### src/rtl/wdg_pkg.sv
package wdg_pkg;
    localparam int BYTE_W = 8;
    localparam int ADDR_W = BYTE_W - 1;
    localparam int CNT_W  = 4;
    localparam int SEG_W  = 4;

    typedef enum logic [1:0] {
        MODE_ACK   = 2'd0,
        MODE_READ  = 2'd1,
        MODE_WRITE = 2'd2,
        MODE_RSVD  = 2'd3
    } mode_e;

    typedef enum logic [1:0] {
        OP_START = 2'd0,
        OP_OUT   = 2'd1,
        OP_IN    = 2'd2,
        OP_PARK  = 2'd3
    } op_e;
endpackage

### src/rtl/wdg_timer.sv
module wdg_timer #(
    parameter int TW = 8
) (
    input  logic          clk,
    input  logic          rst,
    input  logic          load,
    input  logic [TW-1:0] load_val,
    output logic          expired
);
    logic [TW-1:0] cnt_d, cnt_q;

    always_comb begin
        cnt_d = cnt_q;
        if (load)
            cnt_d = load_val;
        else if (cnt_q != '0)
            cnt_d = cnt_q - 1'b1;
    end

    always_ff @(posedge clk) begin
        if (rst) cnt_q <= '0;
        else     cnt_q <= cnt_d;
    end

    assign expired = (cnt_q == '0);
endmodule

### src/rtl/wdg_plan.sv
module wdg_plan
    import wdg_pkg::*;
(
    input  mode_e             mode,
    input  logic [SEG_W-1:0]  seg,
    input  logic [ADDR_W-1:0] addr,
    input  logic [BYTE_W-1:0] rbyte,
    input  logic [CNT_W-1:0]  cnt,
    output op_e               kind,
    output logic [BYTE_W-1:0] obyte,
    output logic [CNT_W-1:0]  nbits
);
    localparam logic [CNT_W-1:0] FULL = CNT_W'(BYTE_W);

    logic [CNT_W-1:0] wr_cnt;
    assign wr_cnt = (cnt > FULL) ? FULL : cnt;

    always_comb begin
        kind  = OP_PARK;
        obyte = '0;
        nbits = '0;
        unique case (mode)
            MODE_READ: begin
                unique case (seg)
                    4'd0: kind = OP_START;
                    4'd1: begin kind = OP_OUT; obyte = {addr, 1'b0}; nbits = FULL; end
                    4'd2: begin kind = OP_IN;  nbits = 1; end
                    4'd3: begin kind = OP_OUT; obyte = rbyte; nbits = FULL; end
                    4'd4: begin kind = OP_IN;  nbits = 1; end
                    4'd5: kind = OP_START;
                    4'd6: begin kind = OP_OUT; obyte = {addr, 1'b1}; nbits = FULL; end
                    4'd7: begin kind = OP_IN;  nbits = 1; end
                    4'd8: begin kind = OP_IN;  nbits = cnt; end
                    default: kind = OP_PARK;
                endcase
            end
            MODE_WRITE: begin
                unique case (seg)
                    4'd0: kind = OP_START;
                    4'd1: begin kind = OP_OUT; obyte = {addr, 1'b0}; nbits = FULL; end
                    4'd2: begin kind = OP_IN;  nbits = 1; end
                    4'd3: begin kind = OP_OUT; obyte = rbyte; nbits = wr_cnt; end
                    default: kind = OP_PARK;
                endcase
            end
            default: begin
                unique case (seg)
                    4'd0: kind = OP_START;
                    4'd1: begin kind = OP_OUT; obyte = {addr, 1'b0}; nbits = FULL; end
                    default: kind = OP_PARK;
                endcase
            end
        endcase
    end
endmodule

### src/rtl/wdg_bit_engine.sv
module wdg_bit_engine
    import wdg_pkg::*;
#(
    parameter int SETTLE_CYC  = 4,
    parameter int STRETCH_CYC = 64
) (
    input  logic clk,
    input  logic rst,
    input  logic go,
    input  op_e  op,
    input  logic obit,
    input  logic scl_in,
    input  logic sda_in,
    output logic scl_oe,
    output logic sda_oe,
    output logic fin,
    output logic fin_err_to,
    output logic fin_err_arb,
    output logic lvl_scl,
    output logic lvl_sda
);
    localparam int MAXC = (STRETCH_CYC > SETTLE_CYC) ? STRETCH_CYC : SETTLE_CYC;
    localparam int TW   = $clog2(MAXC + 1);
    localparam logic [TW-1:0] T_SETTLE  = TW'(SETTLE_CYC);
    localparam logic [TW-1:0] T_STRETCH = TW'(STRETCH_CYC);

    typedef enum logic [2:0] {E_IDLE, E_SETUP, E_RISE, E_HIGH, E_SDALOW, E_FIN} est_e;

    typedef struct packed {
        est_e st;
        op_e  op;
        logic obit;
        logic scl_oe;
        logic sda_oe;
        logic err_to;
        logic err_arb;
        logic lvl_scl;
        logic lvl_sda;
    } eng_t;

    eng_t          e_d, e_q;
    logic          t_load, t_exp;
    logic [TW-1:0] t_val;

    wdg_timer #(.TW(TW)) u_timer (
        .clk(clk), .rst(rst), .load(t_load), .load_val(t_val), .expired(t_exp)
    );

    always_comb begin
        e_d    = e_q;
        t_load = 1'b0;
        t_val  = T_SETTLE;
        unique case (e_q.st)
            E_IDLE: if (go) begin
                e_d.op      = op;
                e_d.obit    = obit;
                e_d.err_to  = 1'b0;
                e_d.err_arb = 1'b0;
                e_d.sda_oe  = (op == OP_OUT) ? ~obit : 1'b0;
                t_load      = 1'b1;
                e_d.st      = E_SETUP;
            end
            E_SETUP: if (t_exp) begin
                if (e_q.op == OP_OUT && e_q.obit && !sda_in) e_d.err_arb = 1'b1;
                e_d.scl_oe = 1'b0;
                t_load     = 1'b1;
                t_val      = T_STRETCH;
                e_d.st     = E_RISE;
            end
            E_RISE: if (scl_in || t_exp) begin
                if (!scl_in) e_d.err_to = 1'b1;
                if (e_q.op == OP_PARK) begin
                    e_d.lvl_scl = scl_in;
                    e_d.lvl_sda = sda_in;
                    e_d.st      = E_FIN;
                end else begin
                    t_load = 1'b1;
                    e_d.st = E_HIGH;
                end
            end
            E_HIGH: if (t_exp) begin
                if (e_q.op == OP_START) begin
                    if (!sda_in) e_d.err_arb = 1'b1;
                    e_d.sda_oe = 1'b1;
                    t_load     = 1'b1;
                    e_d.st     = E_SDALOW;
                end else begin
                    if (e_q.op == OP_OUT && e_q.obit && !sda_in) e_d.err_arb = 1'b1;
                    e_d.scl_oe = 1'b1;
                    e_d.st     = E_FIN;
                end
            end
            E_SDALOW: if (t_exp) begin
                e_d.scl_oe = 1'b1;
                e_d.st     = E_FIN;
            end
            default: e_d.st = E_IDLE;
        endcase
    end

    always_ff @(posedge clk) begin
        if (rst) begin
            e_q         <= '0;
            e_q.st      <= E_IDLE;
            e_q.lvl_scl <= 1'b1;
            e_q.lvl_sda <= 1'b1;
        end else begin
            e_q <= e_d;
        end
    end

    assign scl_oe      = e_q.scl_oe;
    assign sda_oe      = e_q.sda_oe;
    assign fin         = (e_q.st == E_FIN);
    assign fin_err_to  = e_q.err_to;
    assign fin_err_arb = e_q.err_arb;
    assign lvl_scl     = e_q.lvl_scl;
    assign lvl_sda     = e_q.lvl_sda;
endmodule

### src/rtl/wdg_injector.sv
module wdg_injector
    import wdg_pkg::*;
#(
    parameter int SETTLE_CYC  = 250,
    parameter int STRETCH_CYC = 2500000
) (
    input  logic              clk,
    input  logic              rst,
    input  logic              cmd_valid,
    input  logic [1:0]        cmd_mode,
    input  logic [ADDR_W-1:0] cmd_addr,
    input  logic [BYTE_W-1:0] cmd_reg,
    input  logic [CNT_W-1:0]  cmd_bits,
    input  logic              scl_in,
    input  logic              sda_in,
    output logic              scl_oe,
    output logic              sda_oe,
    output logic              busy,
    output logic              done,
    output logic              park_scl,
    output logic              park_sda,
    output logic              err_timeout,
    output logic              err_arb
);
    localparam int BIDX_W = $clog2(BYTE_W);
    localparam logic [BIDX_W-1:0] TOP_BIT = BIDX_W'(BYTE_W - 1);

    typedef enum logic [1:0] {S_IDLE, S_ISSUE, S_WAIT, S_DONE} sst_e;

    typedef struct packed {
        sst_e              st;
        mode_e             mode;
        logic [ADDR_W-1:0] addr;
        logic [BYTE_W-1:0] rbyte;
        logic [CNT_W-1:0]  cnt;
        logic [SEG_W-1:0]  seg;
        logic [CNT_W-1:0]  bidx;
        logic              done;
        logic              park_scl;
        logic              park_sda;
        logic              err_to;
        logic              err_arb;
    } seq_t;

    seq_t s_d, s_q;

    op_e               pl_kind;
    logic [BYTE_W-1:0] pl_byte;
    logic [CNT_W-1:0]  pl_nbits;
    logic              go, obit;
    logic              e_fin, e_to, e_arb, e_lscl, e_lsda;

    wdg_plan u_plan (
        .mode(s_q.mode), .seg(s_q.seg), .addr(s_q.addr), .rbyte(s_q.rbyte),
        .cnt(s_q.cnt), .kind(pl_kind), .obyte(pl_byte), .nbits(pl_nbits)
    );

    wdg_bit_engine #(.SETTLE_CYC(SETTLE_CYC), .STRETCH_CYC(STRETCH_CYC)) u_eng (
        .clk(clk), .rst(rst), .go(go), .op(pl_kind), .obit(obit),
        .scl_in(scl_in), .sda_in(sda_in), .scl_oe(scl_oe), .sda_oe(sda_oe),
        .fin(e_fin), .fin_err_to(e_to), .fin_err_arb(e_arb),
        .lvl_scl(e_lscl), .lvl_sda(e_lsda)
    );

    assign obit = pl_byte[TOP_BIT - s_q.bidx[BIDX_W-1:0]];

    always_comb begin
        s_d = s_q;
        go  = 1'b0;
        unique case (s_q.st)
            S_IDLE, S_DONE: begin
                if (cmd_valid && cmd_mode != MODE_RSVD) begin
                    s_d.mode    = mode_e'(cmd_mode);
                    s_d.addr    = cmd_addr;
                    s_d.rbyte   = cmd_reg;
                    s_d.cnt     = cmd_bits;
                    s_d.seg     = '0;
                    s_d.bidx    = '0;
                    s_d.done    = 1'b0;
                    s_d.err_to  = 1'b0;
                    s_d.err_arb = 1'b0;
                    s_d.st      = S_ISSUE;
                end
            end
            S_ISSUE: begin
                if ((pl_kind == OP_OUT || pl_kind == OP_IN) && pl_nbits == '0) begin
                    s_d.seg = s_q.seg + 1'b1;
                end else begin
                    go     = 1'b1;
                    s_d.st = S_WAIT;
                end
            end
            default: begin
                if (e_fin) begin
                    s_d.err_to  = s_q.err_to | e_to;
                    s_d.err_arb = s_q.err_arb | e_arb;
                    s_d.st      = S_ISSUE;
                    if (pl_kind == OP_PARK) begin
                        s_d.park_scl = e_lscl;
                        s_d.park_sda = e_lsda;
                        s_d.done     = 1'b1;
                        s_d.st       = S_DONE;
                    end else if (pl_kind == OP_START) begin
                        s_d.seg = s_q.seg + 1'b1;
                    end else if (s_q.bidx + 1'b1 == pl_nbits) begin
                        s_d.seg  = s_q.seg + 1'b1;
                        s_d.bidx = '0;
                    end else begin
                        s_d.bidx = s_q.bidx + 1'b1;
                    end
                end
            end
        endcase
    end

    always_ff @(posedge clk) begin
        if (rst) begin
            s_q          <= '0;
            s_q.st       <= S_IDLE;
            s_q.park_scl <= 1'b1;
            s_q.park_sda <= 1'b1;
        end else begin
            s_q <= s_d;
        end
    end

    assign busy        = (s_q.st == S_ISSUE) || (s_q.st == S_WAIT);
    assign done        = s_q.done;
    assign park_scl    = s_q.park_scl;
    assign park_sda    = s_q.park_sda;
    assign err_timeout = s_q.err_to;
    assign err_arb     = s_q.err_arb;
endmodule

### config.mk
export PLATFORM = sky130hd
export DESIGN_NAME = wdg_injector
export DESIGN_NICKNAME = d
export VERILOG_FILES = /design/src/rtl/wdg_pkg.sv /design/src/rtl/wdg_timer.sv /design/src/rtl/wdg_plan.sv /design/src/rtl/wdg_bit_engine.sv /design/src/rtl/wdg_injector.sv
export SDC_FILE = /design/constraint.sdc
export NUM_CORES = 1
export LEC_CHECK = 0
export BUFFER_PORTS_ARGS = -buffer_cell sky130_fd_sc_hd__buf_2
export CORE_MARGIN = 1.5
export CORE_UTILIZATION = 42
export CTS_BUF_LIST = sky130_fd_sc_hd__clkbuf_16
export CTS_CLUSTER_DIAMETER = 30
export CTS_CLUSTER_SIZE = 20
export DETAILED_ROUTE_END_ITERATION = 16
export SETUP_SLACK_MARGIN = 0.15
export SKIP_CTS_REPAIR_TIMING = 1
export SKIP_LAST_GASP = 1
export SYNTH_ARGS = -nofsm -noshare
export SYNTH_HDL_FRONTEND = slang
export SYNTH_SLANG_ARGS = --single-unit
### constraint.sdc
create_clock -name clk -period 5.85 [get_ports clk]
set_input_delay 1.755 -clock clk [delete_from_list [all_inputs] [get_ports clk]]
set_output_delay 1.755 -clock clk [all_outputs]
set_load 0.02 [all_outputs]
==> results by group, run 1 <==
Status
  • Status: finished clean

Timing
  • Fin. Hold Viols: 0
  • RSZ-0062 raised after global routing: no
  • Fin crit share: 74.49%
  • Worst slew pin tran: 0.8967 ns
  • Worst slew margin: 39.67%
  • Final setup viols: 0
  • Crit path time final: 4.357 ns
  • Final WS setup: 1.493 ns
  • Final setup skew: 0.009134 ns
  • Fmax: 229.5 MHz
  • Slew Viols, Final: 0
  • Setup TNS: 0 ns

Synth
  • Synth Flop Type: dfxtp_1
  • Post-Syn Area: 0.004197 mm^2
  • FF+latch count, synth: 70
  • Avg Synthesized Cell Area: 8.055 um^2
  • Distinct cell type count after synthesis: 74
  • Seq/Total Area, Yosys: 33.39%
  • EDFF count, synth: 0
  • Post-Syn Nets: 560
  • Post-Synthesis Cells: 521
  • YS warnings: 0
  • Asr flop ratio synth: 0%

Critical path
  • Setup Crit Path Kind: reg2reg
  • Crit path required time: 6.07 ns
  • R2r startpoint: s_q[10]$_SDFFE_PP0P_
  • Largest stage delay, worst path: 0.76 ns
  • Worst r2r dst: s_q[9]$_SDFFE_PP0P_
  • CP cell instances: ha_1 > o21bai_1 > a2111oi_0 > nor3b_1 > a21oi_1 > inv_1 > ha_1 > o311ai_0 > and3_1 > a211o_2 > a221oi_1 > o21ai_1 > mux2_1
  • Arrival @ worst endpoint: 4.58 ns
  • Startpoint types: flip-flop
  • Crit-path max FO: 11
  • Cell repeated most along the worst path: ha_1
  • Worst setup EP type: flip-flop
  • Cell count of the worst reg-to-reg path: 13
  • CP max-delay cell: a2111oi_0
  • FF-to-FF setup slack: 1.49 ns

Clocking
  • Clock latency on the worst-skew pair: 0.33 ns
  • H-tree levels: 3
  • CTS sink cnt: 70
  • CTS tree: yes
  • Clk root buf: clkbuf_16
  • Clk slew on worst S/H paths: 0.06 ns
  • Clock Path Buffers: 2
  • Num CTS Buffers: 9

Drt
  • DRC: 0
  • Final wirelength: 9568 um
  • Vias: 3,747
  • Initial drt markers: 159
  • Vias per cell: 5.543
  • Antenna Nets Post-Route: 0
  • DR WL/cell: 14.15 um
  • DR pass1 iterations: 5

Place
  • Post-DP HPWL: 6825 um
  • Port bufs: 33
  • Pre-CTS WS: 1.594 ns
  • # placed instances: 660
  • RD Place Congestion: 0.8589

Die
  • Die Y: 103.0 um
  • IO Count: 34
  • Initial Utilization: 43.13%
  • Row count: 36
  • Die area: 0.01060 mm^2
  • Chip Width: 103.0 um
  • Core area: 0.009729 mm^2

Run
  • Max_cap viols: 0

Cells and area
  • Final-layout fill cell count: 996
  • Layout cell share with drive strength beyond 1: 14.92%
  • Number of diodes: 0
  • Post-layout util: 48.53%
  • Synthesis-to-finish area growth: 12.52%
  • # nets final: 577
  • Commonest non-fill, non-tap cell in the layout: nand2_1
  • Reg area: 0.001401 mm^2
  • Area taken by multi-input logic gates: 0.002546 mm^2
  • Commonest cells after routing, fill and taps aside: nand2_1, dfxtp_1, a21oi_1, nor2_1, buf_2
  • Final std cells w/o fill: 676

Pwr
  • Seq pwr share: 31.9%
  • Clock power share: 29.7%
  • Internal cell power: 1.273 mW
  • Leakage: 1.736 nW
  • Max VDD drop: 203.5 uV
  • PwrDens: 429.7 mW/mm^2
  • Switch share: 37.27%
  • Overall power: 2.029 mW
  • NetSw: 0.7563 mW
  • Gate power share: 38.4%

GRT
  • All-layer global routing usage: 19.66%
  • Initial antenna violation count: 0
  • First-pass GRT wire length: 16,570 um
  • Vias in the first global route: 3,614
  • Largest net degree at the start of global routing: 38
  • Grt ovf: 0

Hold path
  • Hold path start: s_q[30]$_SDFFE_PP0P_
  • Hold EP: s_q[30]$_SDFFE_PP0P_
  • Hold Crit Depth: 2
  • Worst hold path class: reg2reg
kinds of logic after synthesis:
group | count (synthesis) | synth area share (%)
buf+inv | 53 | 5.933
simple gates | 221 | 27.01
mux | 12 | 3.816
fa+ha+maj | 13 | 3.876
flops | 70 | 33.39
xor+xnor | 20 | 4.174
compound gates | 132 | 21.79
per-stage QoR:
step	hold WS (ns)	instance area [um^2]
global placement	0.4426	4392
floorplan	0.4331	4197
global route	0.4802	4722
finish	0.4531	4722
detailed placement	0.4480	4392
CTS	0.4565	4722
power by group through the flow:
| stage | clock (mW) | sequential (mW) | combinational (mW) |
|---|---|---|---|
| after CTS | 0.614 | 0.645 | 0.782 |
| after floorplan | 0 | 0.629 | 0.656 |
| after detailed placement | 0 | 0.656 | 0.777 |
| final | 0.603 | 0.647 | 0.779 |
| after global placement | 0 | 0.651 | 0.765 |
| after global routing | 0.640 | 0.661 | 0.875 |
worst max path at each step:
| stage | startpoint | endpoint | slack [ns] |
|---|---|---|---|
| finish | s_q[10]$_SDFFE_PP0P_ | s_q[9]$_SDFFE_PP0P_ | 1.49 |
| global route | s_q[10]$_SDFFE_PP0P_ | s_q[9]$_SDFFE_PP0P_ | 1.12 |
| CTS | s_q[10]$_SDFFE_PP0P_ | s_q[9]$_SDFFE_PP0P_ | 1.55 |
| detailed placement | s_q[10]$_SDFFE_PP0P_ | s_q[9]$_SDFFE_PP0P_ | 1.59 |
| global placement | s_q[9]$_SDFFE_PP0P_ | s_q[9]$_SDFFE_PP0P_ | 1.81 |
| floorplan | s_q[9]$_SDFFE_PP0P_ | s_q[9]$_SDFFE_PP0P_ | 2.21 |
per-layer routing:
metal	track usage, %	up-vias	wire length [um]
met5	0	-	0
met3	3.119	11	324
li1	-	1896	-
met4	7.173	0	163
met1	24.87	1766	4578
met2	33.81	74	4501
cell type report:
cell class | count | share of cell area [%]
inverters | 22 | 1.749
flip-flops and latches | 70 | 29.68
well taps | 133 | 3.524
clock buffers | 9 | 4.769
repair buffers | 37 | 4.134
multi-input cells | 398 | 53.92
clock inverters | 7 | 2.226
synth_stat cells, types with 7 or more instances:
cell / number / area, um^2
a21oi_1: 50 / 250.2
clkbuf_1: 20 / 75.07
dfxtp_1: 70 / 1401
ha_1: 13 / 162.7
inv_1: 22 / 82.58
mux2i_1: 7 / 70.07
nand2_1: 77 / 289.0
nand2b_1: 11 / 68.82
nor2_1: 46 / 172.7
nor3_1: 18 / 90.09
nor3b_1: 7 / 52.55
o21ai_0: 15 / 75.07
xnor2_1: 13 / 113.9
xor2_1: 7 / 61.31
worst max-delay path, delay by kind of cell, from the launching register on:
kind / cells / cell delay, ns
fa+ha+maj: 2 / 0.71
mux: 1 / 0.36
simple gates: 2 / 0.34
buf+inv: 1 / 0.11
compound gates: 7 / 2.33
flops: 1 / 0.40
flip-flops by register name, summed over array words and instances (netlist names):
| register | count |
|---|---|
| done | 1 |
| err_arb | 1 |
| err_timeout | 1 |
| park_scl | 1 |
| park_sda | 1 |
| s_q | 31 |
| u_eng.e_q | 6 |
| u_eng.fin_err_arb | 1 |
| u_eng.fin_err_to | 1 |
| u_eng.lvl_scl | 1 |
| u_eng.lvl_sda | 1 |
| u_eng.scl_oe | 1 |
| u_eng.sda_oe | 1 |
| u_eng.u_timer.cnt_q | 22 |
Note: power is estimated with default switching activity, not from simulation.
==> inputs of run 2 (changes only) <==
==> constraint.sdc (replaced) <==
create_clock -name clk -period 4.5 [get_ports clk]
set_input_delay 1.35 -clock clk [delete_from_list [all_inputs] [get_ports clk]]
set_output_delay 1.35 -clock clk [all_outputs]
set_load 0.02 [all_outputs]
==> results by group, run 2 (synthesized netlist as in run 1, its figures left out) <==
Pwr
  • Gate power share: 39.6%
  • Leakage: 1.726 nW
  • Switch share: 38.06%
  • Max VDD drop: 219.3 uV
  • NetSw: 0.9801 mW
  • Seq pwr share: 32.7%
  • PwrDens: 546.3 mW/mm^2
  • Clock power share: 27.7%
  • Internal cell power: 1.595 mW

Timing
  • Final setup viols: 0
  • Worst slew pin tran: 0.9033 ns
  • Fin. Hold Viols: 0
  • Worst hold slack: 0.4536 ns
  • Fmax: 253.1 MHz
  • Final setup skew: 0.005930 ns
  • Setup TNS: 0 ns
  • Worst slew margin: 39.23%
  • Slew Viols, Final: 0
  • Crit path time final: 3.951 ns
  • Final WS setup: 0.5491 ns
  • RSZ-0062 raised after global routing: no
  • Fin crit share: 87.80%

Drt
  • DR WL/cell: 14.28 um
  • Vias: 3,698
  • Final wirelength: 9684 um
  • Antenna Nets Post-Route: 0
  • DR pass1 iterations: 5
  • Initial drt markers: 153
  • DRC: 0
  • Vias per cell: 5.454

Hold path
  • Worst hold path class: reg2reg
  • Hold path start: s_q[27]$_SDFFE_PP0P_
  • Hold Crit Depth: 2
  • Hold EP: s_q[27]$_SDFFE_PP0P_

Die
  • Initial Utilization: 43.13%
  • Die area: 0.01060 mm^2
  • Row count: 36
  • Core area: 0.009729 mm^2
  • Chip Width: 103.0 um
  • Die Y: 103.0 um
  • IO Count: 34

Cells and area
  • Synthesis-to-finish area growth: 12.31%
  • Regs by FF count: s_q (31), u_eng.u_timer.cnt_q (22), u_eng.e_q (6)
  • Post-route cell area: 0.004713 mm^2
  • Commonest non-fill, non-tap cell in the layout: nand2_1
  • Commonest cells after routing, fill and taps aside: nand2_1, dfxtp_1, a21oi_1, nor2_1, buf_2
  • Max FFs per register: 31
  • Most flop-heavy register: s_q
  • Number of diodes: 0
  • # nets final: 579
  • Layout cell share with drive strength beyond 1: 15.60%
  • Final-layout fill cell count: 1,003

Clocking
  • H-tree levels: 3
  • Clk root buf: clkbuf_16
  • Clock latency on the worst-skew pair: 0.34 ns
  • CTS tree: yes
  • Clk slew on worst S/H paths: 0.06 ns
  • Num CTS Buffers: 9
  • Clock Path Buffers: 2
  • CTS sink cnt: 70

Place
  • Port bufs: 33
  • Post-DP HPWL: 6936 um
  • RD Place Congestion: 0.8632
  • Placed inst area: 0.004407 mm^2
  • Pre-CTS WS: 0.4203 ns

Critical path
  • Arrival @ worst endpoint: 4.18 ns
  • Worst setup EP type: flip-flop
  • Crit-path max FO: 7
  • R2r startpoint: s_q[9]$_SDFFE_PP0P_
  • Worst r2r dst: s_q[9]$_SDFFE_PP0P_
  • Crit path required time: 4.73 ns
  • FF-to-FF setup slack: 0.55 ns
  • Cell count of the worst reg-to-reg path: 15
  • Setup Crit Path Kind: reg2reg
  • Startpoint types: flip-flop

GRT
  • Vias in the first global route: 3,519
  • Grt ovf: 0
  • First-pass GRT wire length: 16,330 um
  • Initial antenna violation count: 0
  • All-layer global routing usage: 19.69%
  • Largest net degree at the start of global routing: 43

Status
  • Status: finished clean

Run
  • Max_cap viols: 0
[run 2: power by group through the flow]
stage | clock [mW] | combinational [mW] | sequential [mW]
after floorplan | 0 | 0.852 | 0.818
after global placement | 0 | 1.00 | 0.847
after detailed placement | 0 | 1.01 | 0.852
after CTS | 0.728 | 1.02 | 0.838
after global routing | 0.754 | 1.15 | 0.858
final | 0.714 | 1.02 | 0.841
[run 2: area by class of cell]
| type | instances | area (um^2) | area share [%] |
|---|---|---|---|
| repair buffers | 39 | 210.2 | 4.460 |
| clock inverters | 7 | 72.57 | 1.540 |
| inverters | 22 | 82.58 | 1.752 |
| well taps | 133 | 166.4 | 3.531 |
| flip-flops and latches | 70 | 1401 | 29.73 |
| clock buffers | 9 | 225.2 | 4.778 |
| multi-input cells | 398 | 2555 | 54.21 |
[run 2: layer usage]
| metal | vias up | GRT usage [%] | part of all wire [%] |
|---|---|---|---|
| li1 | 1903 | - | - |
| met1 | 1704 | 24.67 | 48 |
| met2 | 77 | 33.30 | 47 |
| met3 | 14 | 4.271 | 3.5 |
| met4 | 0 | 7.173 | 1.9 |
| met5 | - | 0 | 0 |
[run 2: metrics by stage]
stage | power (mW) | cells | utilization, %
floorplan | 1.670 | 521 | -
global placement | 1.848 | 662 | 45.29
detailed placement | 1.867 | 662 | 45.29
CTS | 2.587 | 678 | 48.35
global route | 2.759 | 678 | 48.44
finish | 2.575 | 678 | 48.44
[run 2: how the worst max path moves through the flow]
stage | start | endpoint | slack [ns]
floorplan | s_q[9]$_SDFFE_PP0P_ | s_q[9]$_SDFFE_PP0P_ | 0.86
global placement | s_q[9]$_SDFFE_PP0P_ | s_q[9]$_SDFFE_PP0P_ | 0.55
detailed placement | s_q[9]$_SDFFE_PP0P_ | s_q[9]$_SDFFE_PP0P_ | 0.42
CTS | s_q[9]$_SDFFE_PP0P_ | s_q[9]$_SDFFE_PP0P_ | 0.38
global route | s_q[9]$_SDFFE_PP0P_ | s_q[9]$_SDFFE_PP0P_ | 0.20
finish | s_q[9]$_SDFFE_PP0P_ | s_q[9]$_SDFFE_PP0P_ | 0.55
[run 2: critical path, stage by stage, from the launching register on]
cell	delay, ns
dfxtp_1	0.40
inv_1	0.10
ha_1	0.29
nor3b_1	0.25
or3_1	0.14
o2111ai_1	0.09
a221o_1	0.33
a31oi_1	0.30
inv_1	0.08
ha_1	0.30
o311ai_0	0.15
and3_1	0.22
a211o_2	0.35
a221oi_2	0.27
o21ai_1	0.22
mux2_1	0.34
